--- config.mk ---
export PLATFORM = sky130hd
export DESIGN_NAME = icount_fetch_sel
export DESIGN_NICKNAME = d
export VERILOG_FILES = /design/src/rtl/icount_pkg.sv /design/src/rtl/icount_ctr.sv /design/src/rtl/icount_rank.sv /design/src/rtl/icount_fetch_sel.sv
export SDC_FILE = /design/constraint.sdc
export NUM_CORES = 1
export LEC_CHECK = 0
export ABC_AREA = 0
export BUFFER_PORTS_ARGS = -buffer_cell sky130_fd_sc_hd__buf_4
export CORE_MARGIN = 3
export CORE_UTILIZATION = 60
export DETAILED_ROUTE_END_ITERATION = 7
export GPL_ROUTABILITY_DRIVEN = 0
export PLACE_DENSITY = 0.8
export SLEW_MARGIN = 10
export SYNTH_ARGS = -nofsm -noshare
export SYNTH_HDL_FRONTEND = slang
export SYNTH_SLANG_ARGS = --single-unit
--- constraint.sdc ---
create_clock -name clk_i -period 36.4 [get_ports clk_i]
set_input_delay 3.64 -clock clk_i [delete_from_list [all_inputs] [get_ports clk_i]]
set_output_delay 3.64 -clock clk_i [all_outputs]
set_load 0.005 [all_outputs]
--- src/rtl/icount_pkg.sv ---
package icount_pkg;
  localparam int unsigned THREADS_DEF   = 8;
  localparam int unsigned PICKS_DEF     = 2;
  localparam int unsigned PER_THR_DEF   = 8;
  localparam int unsigned FETCH_W_DEF   = 16;
  localparam int unsigned ISSUE_MAX_DEF = 11;
  localparam int unsigned CNT_W_DEF     = 8;
endpackage

--- src/rtl/icount_ctr.sv ---
module icount_ctr #(
  parameter int unsigned CNT_W = 8,
  parameter int unsigned FW    = 4,
  parameter int unsigned IW    = 4
) (
  input  logic             clk_i,
  input  logic             rst_ni,
  input  logic [FW-1:0]    inc_i,
  input  logic [IW-1:0]    dec_i,
  output logic [CNT_W-1:0] cnt_o
);
  localparam int unsigned SW = CNT_W + 2;
  localparam logic [SW-1:0] MAXV = SW'((1 << CNT_W) - 1);

  logic [SW-1:0]    up, diff;
  logic [CNT_W-1:0] nxt;

  always_comb begin
    up   = SW'(cnt_o) + SW'(inc_i);
    diff = up - SW'(dec_i);
    if (up < SW'(dec_i))  nxt = '0;
    else if (diff > MAXV) nxt = MAXV[CNT_W-1:0];
    else                  nxt = diff[CNT_W-1:0];
  end

  always_ff @(posedge clk_i or negedge rst_ni)
    if (!rst_ni) cnt_o <= '0;
    else         cnt_o <= nxt;


  step_up_chk: assert property (@(posedge clk_i) disable iff (!rst_ni)
    SW'(cnt_o) <= SW'($past(cnt_o)) + SW'($past(inc_i)));

  step_dn_chk: assert property (@(posedge clk_i) disable iff (!rst_ni)
    SW'(cnt_o) + SW'($past(dec_i)) >= SW'($past(cnt_o)));

  no_wrap_chk: assert property (@(posedge clk_i) disable iff (!rst_ni)
    ($past(cnt_o) == MAXV[CNT_W-1:0] && $past(inc_i) >= FW'(1) && $past(dec_i) == '0)
      |-> cnt_o == MAXV[CNT_W-1:0]);
endmodule

--- src/rtl/icount_rank.sv ---
module icount_rank #(
  parameter int unsigned N     = 8,
  parameter int unsigned NP    = 2,
  parameter int unsigned CNT_W = 8,
  parameter int unsigned TID_W = 3
) (
  input  logic [CNT_W-1:0] cnt_i [N],
  input  logic [N-1:0]     elig_i,
  output logic [TID_W-1:0] tid_o [NP],
  output logic [NP-1:0]    vld_o
);
  logic [N-1:0]     avail;
  logic             found;
  logic [TID_W-1:0] best_t;
  logic [CNT_W-1:0] best_c;

  always_comb begin
    avail = elig_i;
    for (int k = 0; k < NP; k++) begin
      found  = 1'b0;
      best_t = '0;
      best_c = '0;
      for (int t = 0; t < N; t++) begin
        // strict compare keeps the lower index on a tie
        if (avail[t] && (!found || cnt_i[t] < best_c)) begin
          found  = 1'b1;
          best_t = TID_W'(t);
          best_c = cnt_i[t];
        end
      end
      tid_o[k] = best_t;
      vld_o[k] = found;
      if (found) avail[best_t] = 1'b0;
    end
  end
endmodule

--- src/rtl/icount_fetch_sel.sv ---
module icount_fetch_sel
  import icount_pkg::*;
#(
  parameter int unsigned N_THREADS = THREADS_DEF,
  parameter int unsigned N_PICK    = PICKS_DEF,
  parameter int unsigned PER_THR   = PER_THR_DEF,
  parameter int unsigned FETCH_W   = FETCH_W_DEF,
  parameter int unsigned ISSUE_MAX = ISSUE_MAX_DEF,
  parameter int unsigned CNT_W     = CNT_W_DEF,
  localparam int unsigned TID_W    = $clog2(N_THREADS),
  localparam int unsigned FW       = $clog2(PER_THR + 1),
  localparam int unsigned IW       = $clog2(ISSUE_MAX + 1)
) (
  input  logic                      clk_i,
  input  logic                      rst_ni,
  input  logic [N_THREADS*FW-1:0]   fetch_cnt_i,
  input  logic [N_THREADS*IW-1:0]   issue_cnt_i,
  input  logic [N_THREADS-1:0]      gate_i,
  output logic [N_PICK*TID_W-1:0]   sel_tid_o,
  output logic [N_PICK-1:0]         sel_vld_o,
  output logic [N_THREADS*FW-1:0]   budget_o
);
  localparam int unsigned SUM_W = $clog2(N_THREADS * PER_THR + 1);

  logic [CNT_W-1:0] cnt [N_THREADS];
  logic [TID_W-1:0] tid [N_PICK];
  logic [N_THREADS-1:0] picked;

  for (genvar t = 0; t < N_THREADS; t++) begin : g_thr
    icount_ctr #(.CNT_W(CNT_W), .FW(FW), .IW(IW)) u_ctr (
      .clk_i (clk_i),
      .rst_ni(rst_ni),
      .inc_i (fetch_cnt_i[t*FW +: FW]),
      .dec_i (issue_cnt_i[t*IW +: IW]),
      .cnt_o (cnt[t])
    );
  end

  icount_rank #(.N(N_THREADS), .NP(N_PICK), .CNT_W(CNT_W), .TID_W(TID_W)) u_rank (
    .cnt_i (cnt),
    .elig_i(~gate_i),
    .tid_o (tid),
    .vld_o (sel_vld_o)
  );

  always_comb begin
    picked = '0;
    for (int k = 0; k < N_PICK; k++) begin
      sel_tid_o[k*TID_W +: TID_W] = tid[k];
      if (sel_vld_o[k]) picked[tid[k]] = 1'b1;
    end
    for (int t = 0; t < N_THREADS; t++)
      budget_o[t*FW +: FW] = picked[t] ? FW'(PER_THR) : '0;
  end

  logic [SUM_W-1:0] bsum;
  always_comb begin
    bsum = '0;
    for (int t = 0; t < N_THREADS; t++) bsum = bsum + SUM_W'(budget_o[t*FW +: FW]);
  end


  budget_sum_chk: assert property (@(posedge clk_i) disable iff (!rst_ni)
    bsum <= SUM_W'(FETCH_W));

  for (genvar k = 0; k < N_PICK; k++) begin : g_slot_chk

    gated_pick_chk: assert property (@(posedge clk_i) disable iff (!rst_ni)
      sel_vld_o[k] |-> !gate_i[sel_tid_o[k*TID_W +: TID_W]]);
    if (k > 0) begin : g_ord

      slot_order_chk: assert property (@(posedge clk_i) disable iff (!rst_ni)
        sel_vld_o[k] |-> sel_vld_o[k-1]);

      distinct_pick_chk: assert property (@(posedge clk_i) disable iff (!rst_ni)
        sel_vld_o[k] |-> sel_tid_o[k*TID_W +: TID_W] != sel_tid_o[(k-1)*TID_W +: TID_W]);
    end
  end

  for (genvar t = 0; t < N_THREADS; t++) begin : g_min_chk

    min_pick_chk: assert property (@(posedge clk_i) disable iff (!rst_ni)
      (sel_vld_o[0] && !gate_i[t]) |-> cnt[sel_tid_o[TID_W-1:0]] <= cnt[t]);
  end
endmodule

==> results of run 1 <==
[critical path, delay by kind of cell]
family,cells,cell delay (ns)
simple gates,34,6.68
compound gates,65,13.59
mux,4,1.29
fa+ha+maj,14,4.24
buf+inv,10,1.27
[cells by family after synthesis]
logic type | after synthesis | share of synthesized area [%]
AO/OA/AOI/OAI | 454 | 29.5
XOR/XNOR | 82 | 6.77
adder cells (fa/ha/maj) | 186 | 22.9
buffers and inverters | 172 | 7.32
flip-flops | 64 | 15.1
multiplexers | 32 | 3.40
other | 1 | 0.0354
AND/OR/NAND/NOR | 312 | 15.0
[layout make-up]
class	instances	area (µm²)	share of cell area, %
clock inverters	3	17.5	0.150
clock buffers	12	256	2.19
well taps	220	275	2.35
multi-input cells	1090	8390	71.7
flip-flops and latches	64	1600	13.7
inverters	124	465	3.98
repair buffers	93	698	5.97
[synth_stat cells (all sizes together), types with 8 or more instances]
master	number	area [µm²]
nand3	17	95.1
nor2	74	278
a2111oi	8	88.8
or2	13	81.3
mux2i	18	180
clkbuf	13	48.8
o21ai	106	546
nand4	19	134
a211oi	14	123
maj3	8	80.1
dfrtp	64	1600
xor2	27	236
nor3	23	120
a21o	74	556
o21a	21	159
a21oi	113	577
nand2b	21	131
xnor2	55	482
o211ai	16	130
mux2	14	180
fa	16	320
nand2	87	327
inv	124	465
ha	162	2030
nor2b	17	106
buf	35	261
and3	9	57.6
a31oi	15	109
a211o	9	80.1
[per-layer routing]
metal  wire (µm)  GRT usage [%]  vias to the layer above
li1            -              -                     4870
met1       11900           37.7                     4688
met2       13200           48.0                      509
met3        2450           5.41                      103
met4        1100           11.7                        0
met5           0              0                        -
[metrics by stage]
stage          setup WS (ns)  cells  util (%)
2_1_floorplan           4.18   1326         -
3_3_place_gp            1.30   1587      66.8
3_5_place_dp           0.454   1587      66.8
4_1_cts                0.253   1602      68.5
5_1_grt              -0.0107   1606      69.1
6_report                1.99   1606      69.1
[worst paths after layout]
kind                                          from                 endpoint  cells after the start
max                                      gate_i[0]              budget_o[7]                    127
min                        g_thr[1].u_ctr.cnt_o[7]  g_thr[1].u_ctr.cnt_o[6]                      3
max reg2reg                g_thr[6].u_ctr.cnt_o[0]  g_thr[6].u_ctr.cnt_o[0]                      9
min reg2reg                g_thr[1].u_ctr.cnt_o[7]  g_thr[1].u_ctr.cnt_o[6]                      3
max in group asynchronous                   rst_ni  g_thr[2].u_ctr.cnt_o[6]                      1
min in group asynchronous                   rst_ni  g_thr[7].u_ctr.cnt_o[1]                      1
[cell usage in the layout (no fill, tap or decap), drive strengths merged, types with 6 or more instances in the layout]
cell type  instances
a2111oi            8
a211o              9
a211oi            14
a21o              74
a21oi            113
a22oi              7
a31oi             15
and2               6
and3               9
buf               93
clkbuf            12
conb              24
dfrtp             64
fa                16
ha               162
inv              124
maj3               8
mux2              14
mux2i             18
nand2             87
nand2b            21
nand3             17
nand4             19
nor2              74
nor2b             17
nor3              23
o2111ai            6
o211a              7
o211ai            16
o21a              21
o21ai            106
o21bai             6
o311ai             7
o31ai              6
or2               13
xnor2             55
xor2              27
[what timing repair did]
action,in CTS,in global routing
resized for setup,0,19
setup buffers,0,4
hold endpoints to repair,0,0
hold buffers,0,0
setup endpoints to repair,0,11
==> flow_summary_export.csv, run 1 <==
group,metric,value,unit
detailed_routing,routed_via_density,6.33,
sta,setup_violations,0,
placed_design,post-dp-hpwl,23.2,mm
yosys,ys.flop_type,"dfrtp_1",
detailed_routing,first_pass_iters,6,
clocking,cts_buffer_depth,2,
floorplanning,top_level_ports,114,
clocking,clk_latency,0.35,ns
floorplanning,start_util,62.6,%
run,max_cap_violations,0,
yosys,ys_ff_latch,64,
sta,relSlewSlack,34.6,%
yosys,ys_warn_count,0,
clocking,h-tree-depth,3,
final_layout,reg.largest.list,"g_thr.u_ctr.cnt_o x64",
final_layout,nets,1634,
final_layout,syn_to_final_growth,10.4,%
global_routing,grt_pass1_wl,46.9,mm
clocking,clkSinkCount,64,
yosys,synthArstFlopShare,100,%
yosys,syn_avg_cell_area,8.14,µm²
worst_setup_path,path_class,"in2out",
floorplanning,die_h,139,µm
outcome,status,"finished, final reports clean",
final_layout,final_area,0.0117,mm²
sta,finalHoldViolCount,0,
detailed_routing,finalWirelength,28.7,mm
final_layout,diodes,0,
global_routing,grt_pass1_vias,9695,
yosys,netlist_area,0.0106,mm²
worst_setup_path,critPathMaxStageDelay,0.50,ns
worst_setup_path,r2r_slack,33.00,ns
sta,clock.fmax,29.1,MHz
yosys,ys_types,92,
detailed_routing,vias,10200,
placed_design,numPortBuffers,89,
yosys,synth_edf_count,0,
sta,whs,0.801,ns
floorplanning,die_w,139,µm
global_routing,antenna_found_initial,0,
final_layout,largest_reg_flops,64,
sta,worst_slew_pin_slew,0.957,ns
yosys,ys_seq_area_share,15.1,%
final_layout,drive_above_1_share,13.0,%
clocking,cts_buffers,9,
detailed_routing,antenna_left,0,
detailed_routing,wl_per_cell,17.9,µm
floorplanning,coreArea,0.0169,mm²
floorplanning,fp-row-count,47,
final_layout,nFillCells,1436,
detailed_routing,drt_iter0_markers,752,
worst_setup_path,cpMaxStageDelayCell,"a2111oi_0",
worst_setup_path,cp-end-kind,"primary output",
sta,fin_crit,34.41,ns
clocking,path_clk_slew,0.06,ns
worst_setup_path,start_kind,"input port",
placed_design,placed_area,0.0113,mm²
clocking,cts_tree,"built",
sta,skew,0.00738,ns
sta,drv_slew,0,
global_routing,grt_max_degree,65,
global_routing,grt_overflow_total,0,
final_layout,regMostFlops,"g_thr.u_ctr.cnt_o",
worst_setup_path,cp_max_fo,25,
sta,setup_tns,0,ns
detailed_routing,drc,0,
hold_path,hp-class,"reg2reg",
worst_setup_path,crit_required,32.76,ns
clocking,root_buffer,"clkbuf_16",
global_routing,track_usage,29.1,%
floorplanning,dieArea,0.0193,mm²
sta,min_period_over_period,94.5,%
worst_setup_path,arrival,30.77,ns
yosys,synthesis.instances,1303,
Power of run 1 is left out: the tool's default activity adds up to more than one toggle a clock period on the data nets, which glitch-free logic cannot reach.
==> inputs of run 2 (changes only) <==
--- a/config.mk
+++ b/config.mk
@@ -11,7 +11,7 @@
 export CORE_UTILIZATION = 60
 export DETAILED_ROUTE_END_ITERATION = 7
 export GPL_ROUTABILITY_DRIVEN = 0
-export PLACE_DENSITY = 0.8
+export PLACE_DENSITY_LB_ADDON = 0.05
 export SLEW_MARGIN = 10
 export SYNTH_ARGS = -nofsm -noshare
 export SYNTH_HDL_FRONTEND = slang
==> run 2 against run 1 <==
  * Non-clock buffer count grew 7
  * Critical endpoint unchanged
  * Setup slack gained 0.30 ns
  * Register-to-register slack about the same
  * Count of clock-buffer cells in the layout grew 1
  * Fmax is 0.89% higher
  * Clock skew shrank 0.0015 ns
  * Utilization increased by 0.63 points
  * Critical path depth is 2 lower
  * Cell area rose by 0.91%
  * First-iteration DRC count rose by 7.6%
  * Largest cell class unchanged
  * Routed wire length down 0.75%
==> flow_summary_export.csv, run 2 (synthesized netlist as in run 1, its figures left out) <==
group,metric,value,unit
sta,rsz0062_at_grt,"false",
worst_setup_path,regToRegStartpoint,"g_thr[6].u_ctr.cnt_o[0]",
detailed_routing,vias,10100,
clocking,cts_buffer_depth,2,
global_routing,grt_pass1_wl,46.0,mm
final_layout,syn_to_final_growth,11.4,%
floorplanning,die_h,139,µm
worst_setup_path,startpoint,"gate_i[0]",
final_layout,drive_above_1_share,13.3,%
outcome,status,"finished, final reports clean",
worst_setup_path,crit_required,32.76,ns
sta,clock.fmax,29.3,MHz
global_routing,grt_max_degree,65,
floorplanning,top_level_ports,114,
sta,whs,0.789,ns
detailed_routing,first_pass_iters,5,
floorplanning,dieArea,0.0193,mm²
clocking,root_buffer,"clkbuf_16",
final_layout,reg.largest.list,"g_thr.u_ctr.cnt_o x64",
detailed_routing,finalWirelength,28.5,mm
global_routing,antenna_found_initial,0,
hold_path,min_from,"g_thr[1].u_ctr.cnt_o[7]",
sta,setup_violations,0,
detailed_routing,routed_via_density,6.23,
placed_design,numPortBuffers,89,
sta,fin_crit,34.11,ns
worst_setup_path,path_class,"in2out",
final_layout,final_common_cell,"ha_1",
global_routing,grtUsageMet3,5.14,%
global_routing,met1_usage,39.3,%
detailed_routing,wl_per_cell,17.6,µm
global_routing,track_usage,28.7,%
worst_setup_path,cp_max_fo,25,
sta,finalHoldViolCount,0,
placed_design,placed_area,0.0113,mm²
global_routing,busiest_layer,"met2",
floorplanning,coreArea,0.0169,mm²
detailed_routing,drc,0,
final_layout,finalNonFillerCells,1615,
clocking,cts_tree,"built",
final_layout,nFillCells,1429,
placed_design,dp_cells,1587,
worst_setup_path,critPathMaxStageDelay,0.58,ns
sta,drv_slew,0,
final_layout,final_area,0.0118,mm²
global_routing,grtUsageMet2,46.1,%
worst_setup_path,start_kind,"input port",
worst_setup_path,arrival,30.47,ns
detailed_routing,drt_iter0_markers,809,
hold_path,hp-class,"reg2reg",
worst_setup_path,cpMaxStageDelayCell,"a2111oi_0",
worst_setup_path,crit_top_cell,"ha_1",
floorplanning,die_w,139,µm
final_layout,largest_reg_flops,64,
placed_design,post-dp-hpwl,22.9,mm
final_layout,layout.cells.most_common_list,"ha_1 (162), inv_1 (124), a21oi_1 (109)",
run,max_cap_violations,0,
sta,min_period_over_period,93.7,%
clocking,clk_latency,0.35,ns
final_layout,regMostFlops,"g_thr.u_ctr.cnt_o",
clocking,cts_hold_buf,0,
global_routing,grt_pass1_vias,9310,
floorplanning,start_util,62.6,%
sta,setup_tns,0,ns
clocking,cts_buffers,9,
sta,worst_slew_pin_slew,1.07,ns
final_layout,diodes,0,
clocking,h-tree-depth,3,
clocking,path_clk_slew,0.06,ns
sta,relSlewSlack,26.5,%
final_layout,nets,1642,
detailed_routing,antenna_left,0,
floorplanning,fp-row-count,47,
worst_setup_path,cp-end-kind,"primary output",
global_routing,grt_overflow_total,0,
clocking,clkSinkCount,64,
sta,skew,0.00590,ns
run 2: timing repair:
item                                    4_1_cts  5_1_grt
gates resized for setup                       0       23
endpoints found under the setup margin        0       11
buffers inserted                              0       11
run 2: final timing paths:
path | to | slack [ns] | cells after the start
max reg2reg | g_thr[6].u_ctr.cnt_o[0] | 33.00 | 9
min | g_thr[1].u_ctr.cnt_o[6] | 0.79 | 3
min reg2reg | g_thr[1].u_ctr.cnt_o[6] | 0.79 | 3
min in group asynchronous | g_thr[7].u_ctr.cnt_o[0] | 3.38 | 1
max in group asynchronous | g_thr[5].u_ctr.cnt_o[0] | 32.44 | 1
max | budget_o[7] | 2.29 | 125
run 2: worst max-delay path, delay by kind of cell:
| kind | cells | cell delay, ns |
|---|---|---|
| AO/OA/AOI/OAI | 68 | 14.53 |
| AND/OR/NAND/NOR | 29 | 5.59 |
| multiplexers | 4 | 1.32 |
| buffers and inverters | 10 | 1.16 |
| adder cells (fa/ha/maj) | 14 | 4.17 |
run 2: per-stage QoR:
stage | util, % | setup WS [ns]
after global placement | 66.8 | 1.28
after global routing | 69.7 | 0.0543
after CTS | 68.6 | 0.341
after detailed placement | 66.8 | 0.518
final | 69.7 | 2.29
after floorplan | - | 4.18
run 2: final cells by class:
class,instances,area (µm²),area share [%]
multi-input cells,1091,8420,71.3
clock buffers,13,260,2.20
repair buffers,100,751,6.36
clock inverters,3,40.0,0.339
flip-flops and latches,64,1600,13.6
inverters,124,465,3.94
well taps,220,275,2.33
run 2: metal layers:
| layer | part of all wire (%) | vias up |
|---|---|---|
| li1 | - | 4896 |
| met4 | 3.3 | 0 |
| met3 | 7.7 | 92 |
| met5 | 0 | - |
| met2 | 45 | 403 |
| met1 | 44 | 4663 |
Power of run 2 is left out for the same reason.
==> inputs of run 3 (changes only) <==
--- a/config.mk
+++ b/config.mk
@@ -9,6 +9,7 @@
 export BUFFER_PORTS_ARGS = -buffer_cell sky130_fd_sc_hd__buf_4
 export CORE_MARGIN = 3
 export CORE_UTILIZATION = 60
+export CTS_BUF_LIST = sky130_fd_sc_hd__clkbuf_16
 export DETAILED_ROUTE_END_ITERATION = 7
 export GPL_ROUTABILITY_DRIVEN = 0
 export PLACE_DENSITY_LB_ADDON = 0.05
==> run 3 against run 2 <==
  * Via count is 0.17% lower
  * Routed wire length down 0.24%
  * Critical path type unchanged
  * Cell area fell by 0.17%
  * Fmax down 0.31%
  * Sequential cell count stayed put
  * Sequential share of layout area is essentially flat
==> flow_summary_export.csv, run 3 (synthesized netlist as in run 1, its figures left out) <==
group,metric,value,unit
detailed_routing,finalWirelength,28.4,mm
sta,finalHoldViolCount,0,
floorplanning,die_h,139,µm
global_routing,grt_pass1_vias,9282,
final_layout,reg.largest.list,"g_thr.u_ctr.cnt_o x64",
placed_design,post-dp-hpwl,22.9,mm
sta,clock.fmax,29.2,MHz
global_routing,track_usage,28.6,%
clocking,clk_latency,0.35,ns
floorplanning,start_util,62.6,%
detailed_routing,routed_via_density,6.21,
hold_path,hp-class,"reg2reg",
sta,worst_slew_pin_slew,1.01,ns
global_routing,grt_overflow_total,0,
sta,setup_violations,0,
detailed_routing,vias,10000,
clocking,cts_hold_buf,0,
worst_setup_path,path_class,"in2out",
clocking,root_buffer,"clkbuf_16",
floorplanning,die_w,139,µm
floorplanning,dieArea,0.0193,mm²
final_layout,nets,1642,
worst_setup_path,cp-end-kind,"primary output",
final_layout,largest_reg_flops,64,
final_layout,nFillCells,1429,
floorplanning,top_level_ports,114,
final_layout,diodes,0,
clocking,cts_tree,"built",
floorplanning,coreArea,0.0169,mm²
outcome,status,"finished, final reports clean",
worst_setup_path,critPathMaxStageDelay,0.58,ns
detailed_routing,first_pass_iters,5,
clocking,cts_buffers,9,
final_layout,final_common_cell,"ha_1",
worst_setup_path,crit_required,32.76,ns
sta,rsz0062_at_grt,"false",
sta,min_period_over_period,94.0,%
clocking,clkSinkCount,64,
worst_setup_path,cpMaxStageDelayCell,"a2111oi_0",
detailed_routing,drt_iter0_markers,845,
worst_setup_path,crit_top_cell,"ha_1",
clocking,path_clk_slew,0.06,ns
worst_setup_path,arrival,30.57,ns
detailed_routing,wl_per_cell,17.6,µm
worst_setup_path,start_kind,"input port",
sta,whs,0.791,ns
final_layout,syn_to_final_growth,11.2,%
worst_setup_path,cp_max_fo,25,
detailed_routing,drc,0,
final_layout,layout.cells.most_common_list,"ha_1 (162), inv_1 (126), a21oi_1 (109)",
floorplanning,fp-row-count,47,
final_layout,finalNonFillerCells,1615,
placed_design,numPortBuffers,89,
clocking,cts_buffer_depth,2,
final_layout,regMostFlops,"g_thr.u_ctr.cnt_o",
global_routing,grt_max_degree,65,
sta,drv_slew,0,
sta,skew,0.00465,ns
sta,relSlewSlack,31.1,%
run,max_cap_violations,0,
sta,fin_crit,34.21,ns
sta,setup_tns,0,ns
global_routing,antenna_found_initial,0,
final_layout,drive_above_1_share,13.1,%
global_routing,grt_pass1_wl,45.8,mm
detailed_routing,antenna_left,0,
placed_design,dp_cells,1587,
clocking,h-tree-depth,3,
-- run 3: changes by cell type in the layout (fill, tap and decap cells not counted), sizes merged --
cell and change:
clkbuf -4, clkinv +2, inv +2
-- run 3: area by class of cell --
type | count | area, µm² | area share (%)
multi-input combinational | 1091 | 8420 | 71.4
sequential | 64 | 1600 | 13.6
timing repair buffer | 100 | 751 | 6.37
inverter | 124 | 465 | 3.95
tap | 220 | 275 | 2.33
clock buffer | 9 | 225 | 1.91
clock inverter | 7 | 55.1 | 0.467
-- run 3: per-layer routing --
layer | wire [µm] | share of wire, % | up-vias | global-route usage [%]
met1 | 12700 | 45 | 4636 | 39.3
met5 | 0 | 0 | - | 0
met2 | 12700 | 45 | 418 | 45.9
li1 | - | - | 4898 | -
met4 | 844 | 3.0 | 0 | 9.27
met3 | 2150 | 7.6 | 85 | 4.86
-- run 3: worst paths after layout --
path	startpoint	end	slack, ns	cells past startpoint
setup / recovery	gate_i[0]	budget_o[7]	2.19	124
setup reg to reg	g_thr[6].u_ctr.cnt_o[0]	g_thr[6].u_ctr.cnt_o[0]	33.00	9
min in group asynchronous	rst_ni	g_thr[7].u_ctr.cnt_o[0]	3.38	1
hold reg to reg	g_thr[1].u_ctr.cnt_o[7]	g_thr[1].u_ctr.cnt_o[6]	0.79	3
hold / removal	g_thr[1].u_ctr.cnt_o[7]	g_thr[1].u_ctr.cnt_o[6]	0.79	3
max in group asynchronous	rst_ni	g_thr[5].u_ctr.cnt_o[0]	32.42	1
-- run 3: metrics by stage --
stage / util, % / setup slack (ns) / instance area, µm²
5_1_grt: 69.6 / 0.0707 / 11800
2_1_floorplan: - / 4.18 / 10700
4_1_cts: 68.5 / 0.381 / 11600
3_3_place_gp: 66.8 / 1.28 / 11300
6_report: 69.6 / 2.19 / 11800
3_5_place_dp: 66.8 / 0.518 / 11300
-- run 3: repair_timing --
action | in CTS | in global routing
gates resized for setup | 0 | 23
endpoints found under the setup margin | 0 | 11
setup buffers | 0 | 11
-- run 3: worst max-delay path: cells and delay by family --
| kind | cells | cell delay, ns |
|---|---|---|
| AOI/OAI and AO/OA | 68 | 15.10 |
| adders and majority gates | 14 | 4.16 |
| buffers and inverters | 9 | 0.95 |
| muxes | 4 | 1.29 |
| and+or+nand+nor | 29 | 5.41 |
Power of run 3 is left out for the same reason.
